**src/rtl/pcc_pkg.sv**
```systemverilog
package pcc_pkg;

    typedef enum logic [2:0] {
        ST_IDLE,
        ST_SETUP,
        ST_STROBE,
        ST_HOLD,
        ST_FINISH
    } pcc_state_e;

    typedef enum logic [2:0] {
        LM_BYTE_LO,
        LM_BYTE_HI,
        LM_WORD,
        LM_WORD_SWAP,
        LM_SPLIT_LO,
        LM_SPLIT_HI
    } pcc_lane_e;

endpackage

```
**src/rtl/pcc_area_decode.sv**
```systemverilog
module pcc_area_decode #(
    parameter int ADDR_W   = 29,
    parameter int AREA_LSB = 26,
    parameter int AREA_ID  = 6,
    parameter int IO_BIT   = 25
) (
    input  logic [ADDR_W-1:0]   addr,
    output logic                hit,
    output logic                io,
    output logic [AREA_LSB-1:0] offs
);
    localparam int AREA_W = ADDR_W - AREA_LSB;

    // window select on the upper address field
    assign hit  = (addr[ADDR_W-1:AREA_LSB] == AREA_W'(AREA_ID));
    // I/O half of the window
    assign io   = addr[IO_BIT];
    assign offs = addr[AREA_LSB-1:0];
endmodule

```
**src/rtl/pcc_lane_steer.sv**
```systemverilog
module pcc_lane_steer
    import pcc_pkg::*;
#(
    parameter int BYTE_W = 8
) (
    input  pcc_lane_e             mode,
    input  logic [2*BYTE_W-1:0]   wdata,
    input  logic [2*BYTE_W-1:0]   bus_rdata,
    input  logic [2*BYTE_W-1:0]   rbuf,
    output logic [1:0]            ce_n,
    output logic [2*BYTE_W-1:0]   bus_wdata,
    output logic [2*BYTE_W-1:0]   rbuf_nx
);
    localparam int DATA_W = 2 * BYTE_W;

    logic [BYTE_W-1:0] w_lo, w_hi, r_lo, r_hi, b_lo, b_hi;
    assign w_lo = wdata[BYTE_W-1:0];
    assign w_hi = wdata[DATA_W-1:BYTE_W];
    assign r_lo = bus_rdata[BYTE_W-1:0];
    assign r_hi = bus_rdata[DATA_W-1:BYTE_W];
    assign b_lo = rbuf[BYTE_W-1:0];
    assign b_hi = rbuf[DATA_W-1:BYTE_W];

    always_comb begin
        ce_n      = 2'b11;
        bus_wdata = '0;
        rbuf_nx   = rbuf;
        unique case (mode)
            LM_BYTE_LO: begin
                ce_n      = 2'b10;
                bus_wdata = {w_lo, w_lo};
                rbuf_nx   = {{BYTE_W{1'b0}}, r_lo};
            end
            LM_BYTE_HI: begin
                ce_n      = 2'b01;
                bus_wdata = {w_lo, w_lo};
                rbuf_nx   = {{BYTE_W{1'b0}}, r_hi};
            end
            LM_WORD: begin
                ce_n      = 2'b00;
                bus_wdata = wdata;
                rbuf_nx   = bus_rdata;
            end
            LM_WORD_SWAP: begin
                ce_n      = 2'b00;
                bus_wdata = {w_lo, w_hi};
                rbuf_nx   = {r_lo, r_hi};
            end
            LM_SPLIT_LO: begin  // first byte
                ce_n      = 2'b00;
                bus_wdata = wdata;
                rbuf_nx   = {b_hi, r_lo};
            end
            LM_SPLIT_HI: begin  // second byte
                ce_n      = 2'b10;
                bus_wdata = {w_hi, w_hi};
                rbuf_nx   = {r_lo, b_lo};
            end
            default: begin
                ce_n      = 2'b11;
            end
        endcase
    end
endmodule

```
**src/rtl/pcc_bus_sizer.sv**
```systemverilog
module pcc_bus_sizer
    import pcc_pkg::*;
#(
    parameter int ADDR_W   = 29,
    parameter int AREA_LSB = 26,
    parameter int AREA_ID  = 6,
    parameter int IO_BIT   = 25,
    parameter int BYTE_W   = 8,
    parameter int T_SETUP  = 2,
    parameter int T_STROBE = 3,
    parameter int T_HOLD   = 1
) (
    input  logic                  clk,
    input  logic                  rst_n,
    input  logic                  cfg_big_endian,
    input  logic                  cfg_bus16,
    input  logic                  req_valid,
    output logic                  req_ready,
    input  logic [ADDR_W-1:0]     req_addr,
    input  logic                  req_write,
    input  logic                  req_word,
    input  logic [2*BYTE_W-1:0]   req_wdata,
    output logic                  rsp_done,
    output logic                  rsp_err,
    output logic [2*BYTE_W-1:0]   rsp_rdata,
    output logic [AREA_LSB-1:0]   card_addr,
    output logic [1:0]            card_ce_n,
    output logic                  card_oe_n,
    output logic                  card_we_n,
    output logic                  card_iord_n,
    output logic                  card_iowr_n,
    output logic [2*BYTE_W-1:0]   card_wdata,
    input  logic [2*BYTE_W-1:0]   card_rdata,
    input  logic                  card_wait_n,
    input  logic                  card_port8
);
    localparam int DATA_W = 2 * BYTE_W;
    localparam int T_MAX  = (T_SETUP > T_STROBE) ?
                            ((T_SETUP > T_HOLD) ? T_SETUP : T_HOLD) :
                            ((T_STROBE > T_HOLD) ? T_STROBE : T_HOLD);
    localparam int CNT_W  = $clog2(T_MAX + 1);

    pcc_state_e state, state_nx;
    logic [CNT_W-1:0] cnt, cnt_nx;

    logic                 dec_hit, dec_io;
    logic [AREA_LSB-1:0]  dec_offs;

    logic                 write_q, word_q, io_q, be_q, bus16_q, err_q;
    logic                 port8_q, phase2_q;
    logic [AREA_LSB-1:0]  offs_q;
    logic [DATA_W-1:0]    wdata_q, rbuf;

    pcc_lane_e            lane_mode;
    logic [1:0]           lane_ce_n;
    logic [DATA_W-1:0]    lane_wdata, rbuf_nx;

    logic accept, refuse, samp_en, setup_end, strobe_end, hold_end, need_second;

    pcc_area_decode #(
        .ADDR_W   (ADDR_W),
        .AREA_LSB (AREA_LSB),
        .AREA_ID  (AREA_ID),
        .IO_BIT   (IO_BIT)
    ) u_decode (
        .addr (req_addr),
        .hit  (dec_hit),
        .io   (dec_io),
        .offs (dec_offs)
    );

    pcc_lane_steer #(
        .BYTE_W (BYTE_W)
    ) u_lanes (
        .mode      (lane_mode),
        .wdata     (wdata_q),
        .bus_rdata (card_rdata),
        .rbuf      (rbuf),
        .ce_n      (lane_ce_n),
        .bus_wdata (lane_wdata),
        .rbuf_nx   (rbuf_nx)
    );

    // acceptance and refusal
    assign accept      = (state == ST_IDLE) && req_valid;
    assign refuse      = !dec_hit || (req_word && !cfg_bus16);
    // only little-endian word I/O first cycles look at width
    assign samp_en     = io_q && word_q && !be_q && !phase2_q;
    assign setup_end   = (state == ST_SETUP)  && (cnt == '0);
    assign strobe_end  = (state == ST_STROBE) && (cnt == '0) && card_wait_n;
    assign hold_end    = (state == ST_HOLD)   && (cnt == '0);
    assign need_second = port8_q && !phase2_q;

    // next-state logic
    always_comb begin
        state_nx = state;
        cnt_nx   = cnt;
        unique case (state)
            ST_IDLE: begin
                if (req_valid) begin
                    state_nx = refuse ? ST_FINISH : ST_SETUP;
                    cnt_nx   = CNT_W'(T_SETUP - 1);
                end
            end
            ST_SETUP: begin
                if (cnt == '0) begin
                    state_nx = ST_STROBE;
                    cnt_nx   = CNT_W'(T_STROBE - 1);
                end else begin
                    cnt_nx = cnt - 1'b1;
                end
            end
            ST_STROBE: begin   // wait only matters once the minimum is met
                if (cnt != '0) begin
                    cnt_nx = cnt - 1'b1;
                end else if (card_wait_n) begin
                    state_nx = ST_HOLD;
                    cnt_nx   = CNT_W'(T_HOLD - 1);
                end
            end
            ST_HOLD: begin
                if (cnt != '0) begin
                    cnt_nx = cnt - 1'b1;
                end else if (need_second) begin
                    state_nx = ST_SETUP;
                    cnt_nx   = CNT_W'(T_SETUP - 1);
                end else begin
                    state_nx = ST_FINISH;
                end
            end
            ST_FINISH: state_nx = ST_IDLE;
            default:   state_nx = ST_IDLE;
        endcase
    end

    // state register
    always_ff @(posedge clk or negedge rst_n) begin
        if (!rst_n) begin
            state <= ST_IDLE;
            cnt   <= '0;
        end else begin
            state <= state_nx;
            cnt   <= cnt_nx;
        end
    end

    // access context
    always_ff @(posedge clk or negedge rst_n) begin
        if (!rst_n) begin
            write_q  <= 1'b0;
            word_q   <= 1'b0;
            io_q     <= 1'b0;
            be_q     <= 1'b0;
            bus16_q  <= 1'b0;
            err_q    <= 1'b0;
            port8_q  <= 1'b0;
            phase2_q <= 1'b0;
            offs_q   <= '0;
            wdata_q  <= '0;
            rbuf     <= '0;
        end else begin
            if (accept) begin
                write_q  <= req_write;
                word_q   <= req_word;
                io_q     <= dec_io;
                be_q     <= cfg_big_endian;
                bus16_q  <= cfg_bus16;
                err_q    <= refuse;
                port8_q  <= 1'b0;
                phase2_q <= 1'b0;
                offs_q   <= dec_offs;
                wdata_q  <= req_wdata;
                rbuf     <= '0;
            end
            // single sampling edge, value held afterwards
            if (setup_end && samp_en) begin
                port8_q <= card_port8;
            end
            if (strobe_end && !write_q) begin
                rbuf <= rbuf_nx;
            end
            if (hold_end && need_second) begin
                phase2_q <= 1'b1;
            end
        end
    end

    // lane mode selection
    always_comb begin
        if (!word_q) begin
            lane_mode = (bus16_q && offs_q[0]) ? LM_BYTE_HI : LM_BYTE_LO;
        end else if (phase2_q) begin
            lane_mode = LM_SPLIT_HI;
        end else if (port8_q) begin
            lane_mode = LM_SPLIT_LO;
        end else if (be_q) begin
            lane_mode = LM_WORD_SWAP;
        end else begin
            lane_mode = LM_WORD;
        end
    end

    // outputs
    always_comb begin
        logic active, stb;
        active      = (state == ST_SETUP) || (state == ST_STROBE) || (state == ST_HOLD);
        stb         = (state == ST_STROBE);
        req_ready   = (state == ST_IDLE);
        rsp_done    = (state == ST_FINISH);
        rsp_err     = err_q;
        rsp_rdata   = rbuf;
        card_ce_n   = active ? lane_ce_n : 2'b11;
        card_addr   = active ? {offs_q[AREA_LSB-1:1], phase2_q | (!word_q & offs_q[0])} : '0;
        card_oe_n   = !(stb && !io_q && !write_q);
        card_we_n   = !(stb && !io_q &&  write_q);
        card_iord_n = !(stb &&  io_q && !write_q);
        card_iowr_n = !(stb &&  io_q &&  write_q);
        card_wdata  = (active && write_q) ? lane_wdata : '0;
    end


    strobe_excl_chk: assert property (@(posedge clk) disable iff (!rst_n)
        $countones({~card_oe_n, ~card_we_n, ~card_iord_n, ~card_iowr_n}) <= 1);


    strobe_ce_chk: assert property (@(posedge clk) disable iff (!rst_n)
        !(card_oe_n && card_we_n && card_iord_n && card_iowr_n) |-> (card_ce_n != 2'b11));


    strobe_addr_chk: assert property (@(posedge clk) disable iff (!rst_n)
        (state == ST_STROBE) |=> ((state != ST_STROBE) || $stable(card_addr)));


    width_hold_chk: assert property (@(posedge clk) disable iff (!rst_n)
        (state == ST_STROBE) |=> $stable(port8_q));


    be_single_chk: assert property (@(posedge clk) disable iff (!rst_n)
        (state == ST_HOLD && be_q) |=> (state != ST_SETUP));


    byte_single_chk: assert property (@(posedge clk) disable iff (!rst_n)
        (state == ST_HOLD && (!word_q || !io_q)) |=> (state != ST_SETUP));


    done_pulse_chk: assert property (@(posedge clk) disable iff (!rst_n)
        rsp_done |=> (!rsp_done && req_ready));


    refuse_quiet_chk: assert property (@(posedge clk) disable iff (!rst_n)
        (accept && refuse) |=> (rsp_done && card_ce_n == 2'b11));
endmodule

```
**config.mk**
```make
export PLATFORM = sky130hd
export DESIGN_NAME = pcc_bus_sizer
export DESIGN_NICKNAME = d
export VERILOG_FILES = /design/src/rtl/pcc_pkg.sv /design/src/rtl/pcc_area_decode.sv /design/src/rtl/pcc_lane_steer.sv /design/src/rtl/pcc_bus_sizer.sv
export SDC_FILE = /design/constraint.sdc
export NUM_CORES = 1
export LEC_CHECK = 0
export ABC_CLOCK_PERIOD_IN_PS = 1650
export BUFFER_PORTS_ARGS = -buffer_cell sky130_fd_sc_hd__buf_2
export CORE_ASPECT_RATIO = 1.75
export CORE_MARGIN = 4
export CORE_UTILIZATION = 45
export CTS_BUF_LIST = sky130_fd_sc_hd__clkbuf_8 sky130_fd_sc_hd__clkbuf_16
export DETAILED_ROUTE_END_ITERATION = 10
export PLACE_DENSITY_LB_ADDON = 0.08
export SLEW_MARGIN = 20
export SYNTH_ARGS = -nofsm -noshare
export SYNTH_HDL_FRONTEND = slang
export SYNTH_SLANG_ARGS = --single-unit
```
**constraint.sdc**
```tcl
create_clock -name clk -period 1.65 [get_ports clk]
set_input_delay 0 -clock clk [delete_from_list [all_inputs] [get_ports clk]]
set_output_delay 0 -clock clk [all_outputs]
set_load 0.01 [all_outputs]
```
==> results of run 1 <==
==> area by class of cell <==
class	count	share of cell area
tap	90	0.01922
sequential	70	0.2998
inverter	5	0.003203
clock buffer	9	0.03844
timing repair buffer	239	0.3000
multi-input combinational	323	0.3280
clock inverter	7	0.01132
==> per-stage QoR <==
step / hold slack, ps / power (mW) / std cells
after floorplan: -295.6 / 4.632 / 426
after global placement: 31.92 / 5.793 / 649
after detailed placement: 27.09 / 5.857 / 649
after CTS: 48.58 / 8.181 / 737
after global routing: 85.79 / 9.020 / 743
final: 45.78 / 8.490 / 743
==> sequential cells by signal, summed over array words and instances, names as in the netlist, 2 cells and up <==
name	cells
offs_q	25
rsp_rdata	16
wdata_q	16
state	3
cnt	2
==> power by group <==
group	internal, mW	total [mW]	switching (mW)
combinational	1.85	3.76	1.90
sequential	2.31	2.84	0.526
clock	1.16	1.89	0.738
==> what timing repair did <==
action,4_1_cts,5_1_grt
hold buffers,64,0
pin swaps,3,7
cloned,1,0
setup buffers,7,6
endpoints found under the setup margin,44,64
endpoints found under the hold margin,104,0
gates resized for setup,16,39
==> worst max path at each step <==
stage,start,end,slack (ps)
floorplan,phase2_q$_DFFE_PN0P_,cnt[1]$_DFFE_PN0P_,60
global placement,state[1]$_DFFE_PN0P_,word_q$_DFFE_PN0P_,110
detailed placement,cnt[1]$_DFFE_PN0P_,cnt[1]$_DFFE_PN0P_,50
CTS,be_q$_DFFE_PN0P_,card_wdata[3],-9
global route,phase2_q$_DFFE_PN0P_,card_wdata[2],-60
finish,phase2_q$_DFFE_PN0P_,card_wdata[2],-10
==> routing by layer <==
| metal | vias to the layer above | global-route usage |
|---|---|---|
| li1 | 1858 | - |
| met1 | 1825 | 0.2791 |
| met2 | 128 | 0.4313 |
| met3 | 32 | 0.03738 |
| met4 | 0 | 0.1184 |
| met5 | - | 0 |
==> logic make-up (layout without fill, tap and decap cells) <==
logic type                 count (synthesis)  count (layout)  synth area share
and+or+nand+nor                          242             242            0.2994
DFF                                       70              70            0.4785
AOI/OAI and AO/OA                         57              57            0.1135
buffers and inverters                     33             260           0.04135
muxes                                     19              19           0.05229
adders and majority gates                  3               3           0.01025
xor gates and xnor gates                   2               2          0.004786
==> tightest hold or removal path: stages <==
cell      delay, ps
buf_2            70
nand4b_1        160
nand2_1          70
nand2_1          50
==> cell usage in the layout (no fill, tap or decap), drive strengths merged, types with 3 or more instances in the layout <==
master,Yosys,routed
a21oi,3,3
dfrtp,70,70
and2,26,26
ha,3,3
nand2,161,161
a2bb2oi,9,9
nand3b,3,3
clkinvlp,0,3
clkbuf,13,9
mux2i,18,18
buf,15,174
nor3,4,4
nor2,22,22
nand3,11,11
nand2b,5,5
a32oi,8,8
a22oi,9,9
inv,5,6
o21ai,20,20
dlygate4sd3,0,64
==> flow_metrics.tcl, run 1 <==
set metrics [dict create \
    min_path_cells 4 \
    n_fill_cell 579 \
    numCtsBuffers 9 \
    path_cells "buf_12, o21ai_4, buf_8, mux2i_1, nor2_2, buf_2" \
    synth_seq_area_share 0.4785 \
    final_antenna_net_count 0 \
    yosys.cell_types.count 44 \
    gr-total-overflow 0 \
    wl_met3_um 511 \
    vias 3843 \
    synth_cells 426 \
    synth_edf_count 0 \
    layout-drive-gt1-share 0.3614 \
    seqCellArea_um2 1757 \
    slew_viol_final 0 \
    hold_viol 0 \
    tightestPinTransition_ps 555.4 \
    p_leak_nw 3.091 \
    max_stage_delay_ps 410 \
    clk_pin_slew_ps 60 \
    yosysTopAreaCellShare 0.4785 \
    syn_to_final_growth_pct 60.05 \
    num_rows 43 \
    critPathSlowestCell "dfrtp_1" \
    drt-pass1-iter-count 6 \
    wl_met2_mm 6.246 \
    crit_family "buffers and inverters" \
    fin_crit_sh 1.007 \
    cap_violations 0 \
    async_flop_share 1.000 \
    p_per_area_nw_per_um2 1449 \
    failed_checks "negative setup slack" \
    setup_viol 4 \
    multi_input_area_um2 1922 \
    synth_area_leaders "dfrtp_1 48%, nand2_1 17%, mux2i_1 4.9%" \
    hold-path-endpoint "rsp_err$_DFFE_PN0P_" \
    worstPathArrival_ps 1660 \
    min-delay-path-class "in -> reg" \
    cts_htree_levels 3 \
    drt-met1-wl_mm 4.419 \
    grt_pass1_wl_mm 19.15 \
    critPathKind "reg -> out" \
    synth_nets 499 \
    wl_mm 11.56 \
    rr_startpoint "state[0]$_DFFE_PN0P_" \
    antenna_found_initial 0 \
    insertion_delay_ps 340 \
    synth-main-ff-cell "dfrtp_1" \
    final_util 0.7409 \
    required_ps 1650 \
    start_util 0.4629 \
    synth-seq-cells 70 \
    top_layer_used "met4" \
    min_from "req_addr[26]" \
    startpoint_type "flip-flop" \
    post-place-ws_ps 51.94 \
    grt_max_degree 49 \
    yosys.area.top_type "dfrtp_1" \
    yosysWarnings 0 \
    fin_area_um2 5859 \
    slew-limit-headroom 0.6297 \
    route.detailed.drc 0 \
    gp_routability_congestion 0.8162 \
    critPathCaptureType "output pin" \
    avgSynthCellArea_um2 8.594 \
    nNetsFinal 721 \
    dpl_cell_area_um2 4588 \
    dp_hpwl_mm 7.428 \
    cts_sinks 70 \
    max_freq_ghz 0.6018 \
    crit_fanout 8 \
    cts_tree "yes" \
    fin_setup_tns_ps -34.08 \
    cts_buffer_depth 2 \
    grt_pass1_vias 4012 \
    cts-root-buf "clkbuf_16" \
    core_um2 7909 \
    rr_worst_depth 6 \
    setup_ws_ps -11.56 \
    skew_ps 6.002 \
    die_w_um 76.18 \
    crit_cells 6 \
    die_area_um2 9699 \
    synthesis.area_um2 3661 \
    rrSetupSlack_ps 60 \
    track_usage 0.2419 \
    rsz0062_at_grt "yes" \
    drt_iter0_markers 205 \
    yosysMostFrequentCell "nand2_1" \
    die_h_um 127.3 \
    io_pins 137 \
    diodes 0 \
    wl_per_cell_um 15.56 \
    reg2reg_to "rsp_rdata[9]$_DFFE_PN0P_" \
    via_per_inst 5.172 \
    fin_crit_ps 1662 \
    crit_buf_inv 3 \
    synth_common_cells "161 x nand2_1, 70 x dfrtp_1, 26 x and2_1" \
    io_buffers 136 \
    status "finished, violations left" \
    vdd_drop_max_mv 0.8641 \
]
Power figures use the tool's default switching activity.
==> run 2: changes to the inputs <==
==> constraint.sdc (replaced) <==
create_clock -name clk -period 1.65 [get_ports clk]
set_input_delay 0.0825 -clock clk [delete_from_list [all_inputs] [get_ports clk]]
set_output_delay 0.0825 -clock clk [all_outputs]
set_load 0.01 [all_outputs]
==> flow_metrics.tcl, run 2 (synthesized netlist as in run 1, its figures left out) <==
set metrics [dict create \
    rr_worst_depth 7 \
    insertion_delay_ps 330 \
    rr_startpoint "state[0]$_DFFE_PN0P_" \
    fin_crit_sh 1.051 \
    wl_per_cell_um 16.07 \
    final_util 0.7559 \
    die_h_um 127.3 \
    startpoint_type "flip-flop" \
    nNetsFinal 717 \
    crit_fanout 5 \
    clk_pin_slew_ps 60 \
    fin_crit_ps 1735 \
    vias 3840 \
    core_um2 7909 \
    setup_viol 41 \
    vdd_drop_max_mv 0.9003 \
    skew_ps 6.256 \
    required_ps 1570 \
    track_usage 0.2247 \
    path_cells "nor2_4, nor2_4, buf_6, buf_6, buf_6, and2_4, buf_6" \
    cts_htree_levels 3 \
    critPathSlowestCell "dfrtp_2" \
    top_layer_used "met4" \
    start_util 0.4629 \
    crit_buf_inv 4 \
    diodes 0 \
    tightestPinTransition_ps 448.9 \
    cts_sinks 70 \
    largest_register_ff_count 25 \
    dp_hpwl_mm 7.290 \
    die_area_um2 9699 \
    route.detailed.drc 0 \
    drt_iter0_markers 223 \
    num_rows 43 \
    dp_cells 648 \
    regMostFlops "offs_q" \
    instances_no_fill 739 \
    cts_tree "yes" \
    layout-drive-gt1-share 0.4037 \
    cts_buffer_depth 2 \
    grt_max_degree 57 \
    final_antenna_net_count 0 \
    io_buffers 136 \
    final_cell_mix "160 x nand2_1, 122 x buf_2, 66 x dfrtp_1, 48 x dlygate4sd3_1, 30 x buf_4" \
    mostFrequentLayoutCell "nand2_1" \
    reg2reg_to "rsp_rdata[7]$_DFFE_PN0P_" \
    gp_routability_congestion 0.8154 \
    hold_viol 0 \
    crit_end "card_addr[23]" \
    slew-limit-headroom 0.7007 \
    max_freq_ghz 0.5765 \
    die_w_um 76.18 \
    p_leak_nw 3.153 \
    failed_checks "negative setup slack" \
    crit_path_start "state[0]$_DFFE_PN0P_" \
    numCtsBuffers 9 \
    path_common_cell "buf_6" \
    via_per_inst 5.196 \
    max_stage_delay_ps 460 \
    antenna_found_initial 0 \
    crit_family "flip-flops" \
    grt_pass1_wl_mm 17.87 \
    wl_mm 11.87 \
    rsz0062_at_grt "yes" \
    cap_violations 0 \
    syn_to_final_growth_pct 63.29 \
    min-delay-path-class "in -> reg" \
    n_fill_cell 544 \
    setup_ws_ps -84.69 \
    status "finished, violations left" \
    critPathCaptureType "output pin" \
    p_per_area_nw_per_um2 1434 \
    drt-met1-wl_mm 4.527 \
    drt-pass1-iter-count 4 \
    cts-root-buf "clkbuf_16" \
    crit_cells 7 \
    wl_met2_mm 6.441 \
    slew_viol_final 0 \
    rrSetupSlack_ps -40 \
    grt_pass1_vias 3764 \
    wl_met3_um 622 \
    gr-total-overflow 0 \
    io_pins 137 \
    critPathKind "reg -> out" \
    worstPathArrival_ps 1650 \
]
[run 2: cell types whose count changed in the layout (fill, tap and decap cells not counted), sizes merged]
cell         delta
dlygate4sd3    -16
bufbuf          -1
clkinvlp        -3
clkinv          +2
inv             +1
buf            +12
clkbuf          +1
[run 2: area by class of cell]
class                      instances  area, um2  share of cell area
clock buffer                       9      225.2             0.03767
timing repair buffer             235       1789              0.2993
tap                               90      112.6             0.01884
clock inverter                     7      57.56            0.009627
sequential                        70       1757              0.2938
multi-input combinational        323       2018              0.3376
inverter                           5      18.77            0.003139
[run 2: stage by stage]
stage / hold WS [ps] / power, mW / TNS (ps) / cell area (um2) / setup slack, ps
6_report: 50.09 / 8.574 / -1242 / 5978 / -84.69
5_1_grt: 67.50 / 9.135 / -4629 / 5978 / -152.0
4_1_cts: 39.20 / 7.979 / -592.3 / 5500 / -64.50
3_5_place_dp: 67.02 / 5.830 / 0 / 4581 / 52.26
3_3_place_gp: 66.75 / 5.762 / 0 / 4581 / 114.6
2_1_floorplan: -213.1 / 4.632 / 0 / 3661 / 58.98
[run 2: worst reg2reg max path, stage by stage, from the launching register on]
cell and delay (ps):
dfrtp_2 460, buf_12 150, nor4b_4 280, buf_4 190, nand4_4 140, buf_8 200, nand3_2 80, o21ai_1 70
[run 2: metal layers]
metal  up-vias  global-route usage
met2       130              0.3894
met3        25             0.05501
li1       1848                   -
met5         -                   0
met1      1837              0.2663
met4         0             0.08754
[run 2: worst min path at each step]
stage | startpoint | end | slack, ps | cells after the start
6_report | card_rdata[14] | rsp_rdata[6]$_DFFE_PN0P_ | 50 | 3
5_1_grt | card_rdata[12] | rsp_rdata[4]$_DFFE_PN0P_ | 70 | 3
4_1_cts | card_rdata[14] | rsp_rdata[6]$_DFFE_PN0P_ | 40 | 3
3_5_place_dp | rst_n | cnt[0]$_DFFE_PN0P_ | 70 | 1
3_3_place_gp | rst_n | cnt[0]$_DFFE_PN0P_ | 70 | 1
2_1_floorplan | rst_n | be_q$_DFFE_PN0P_ | -210 | 0
[run 2: what timing repair did]
item,4_1_cts,5_1_grt
setup endpoints to repair,47,64
pin swaps,6,27
cloned,0,3
hold buffers,48,0
hold endpoints to repair,80,0
gates resized for setup,16,78
setup buffers,12,15
[run 2: where the power goes]
part | internal, mW | switching (mW) | total, mW
Clock | 1.15 | 0.698 | 1.84
Sequential | 2.32 | 0.472 | 2.79
Combinational | 1.92 | 2.02 | 3.94
Total | 5.39 | 3.19 | 8.57
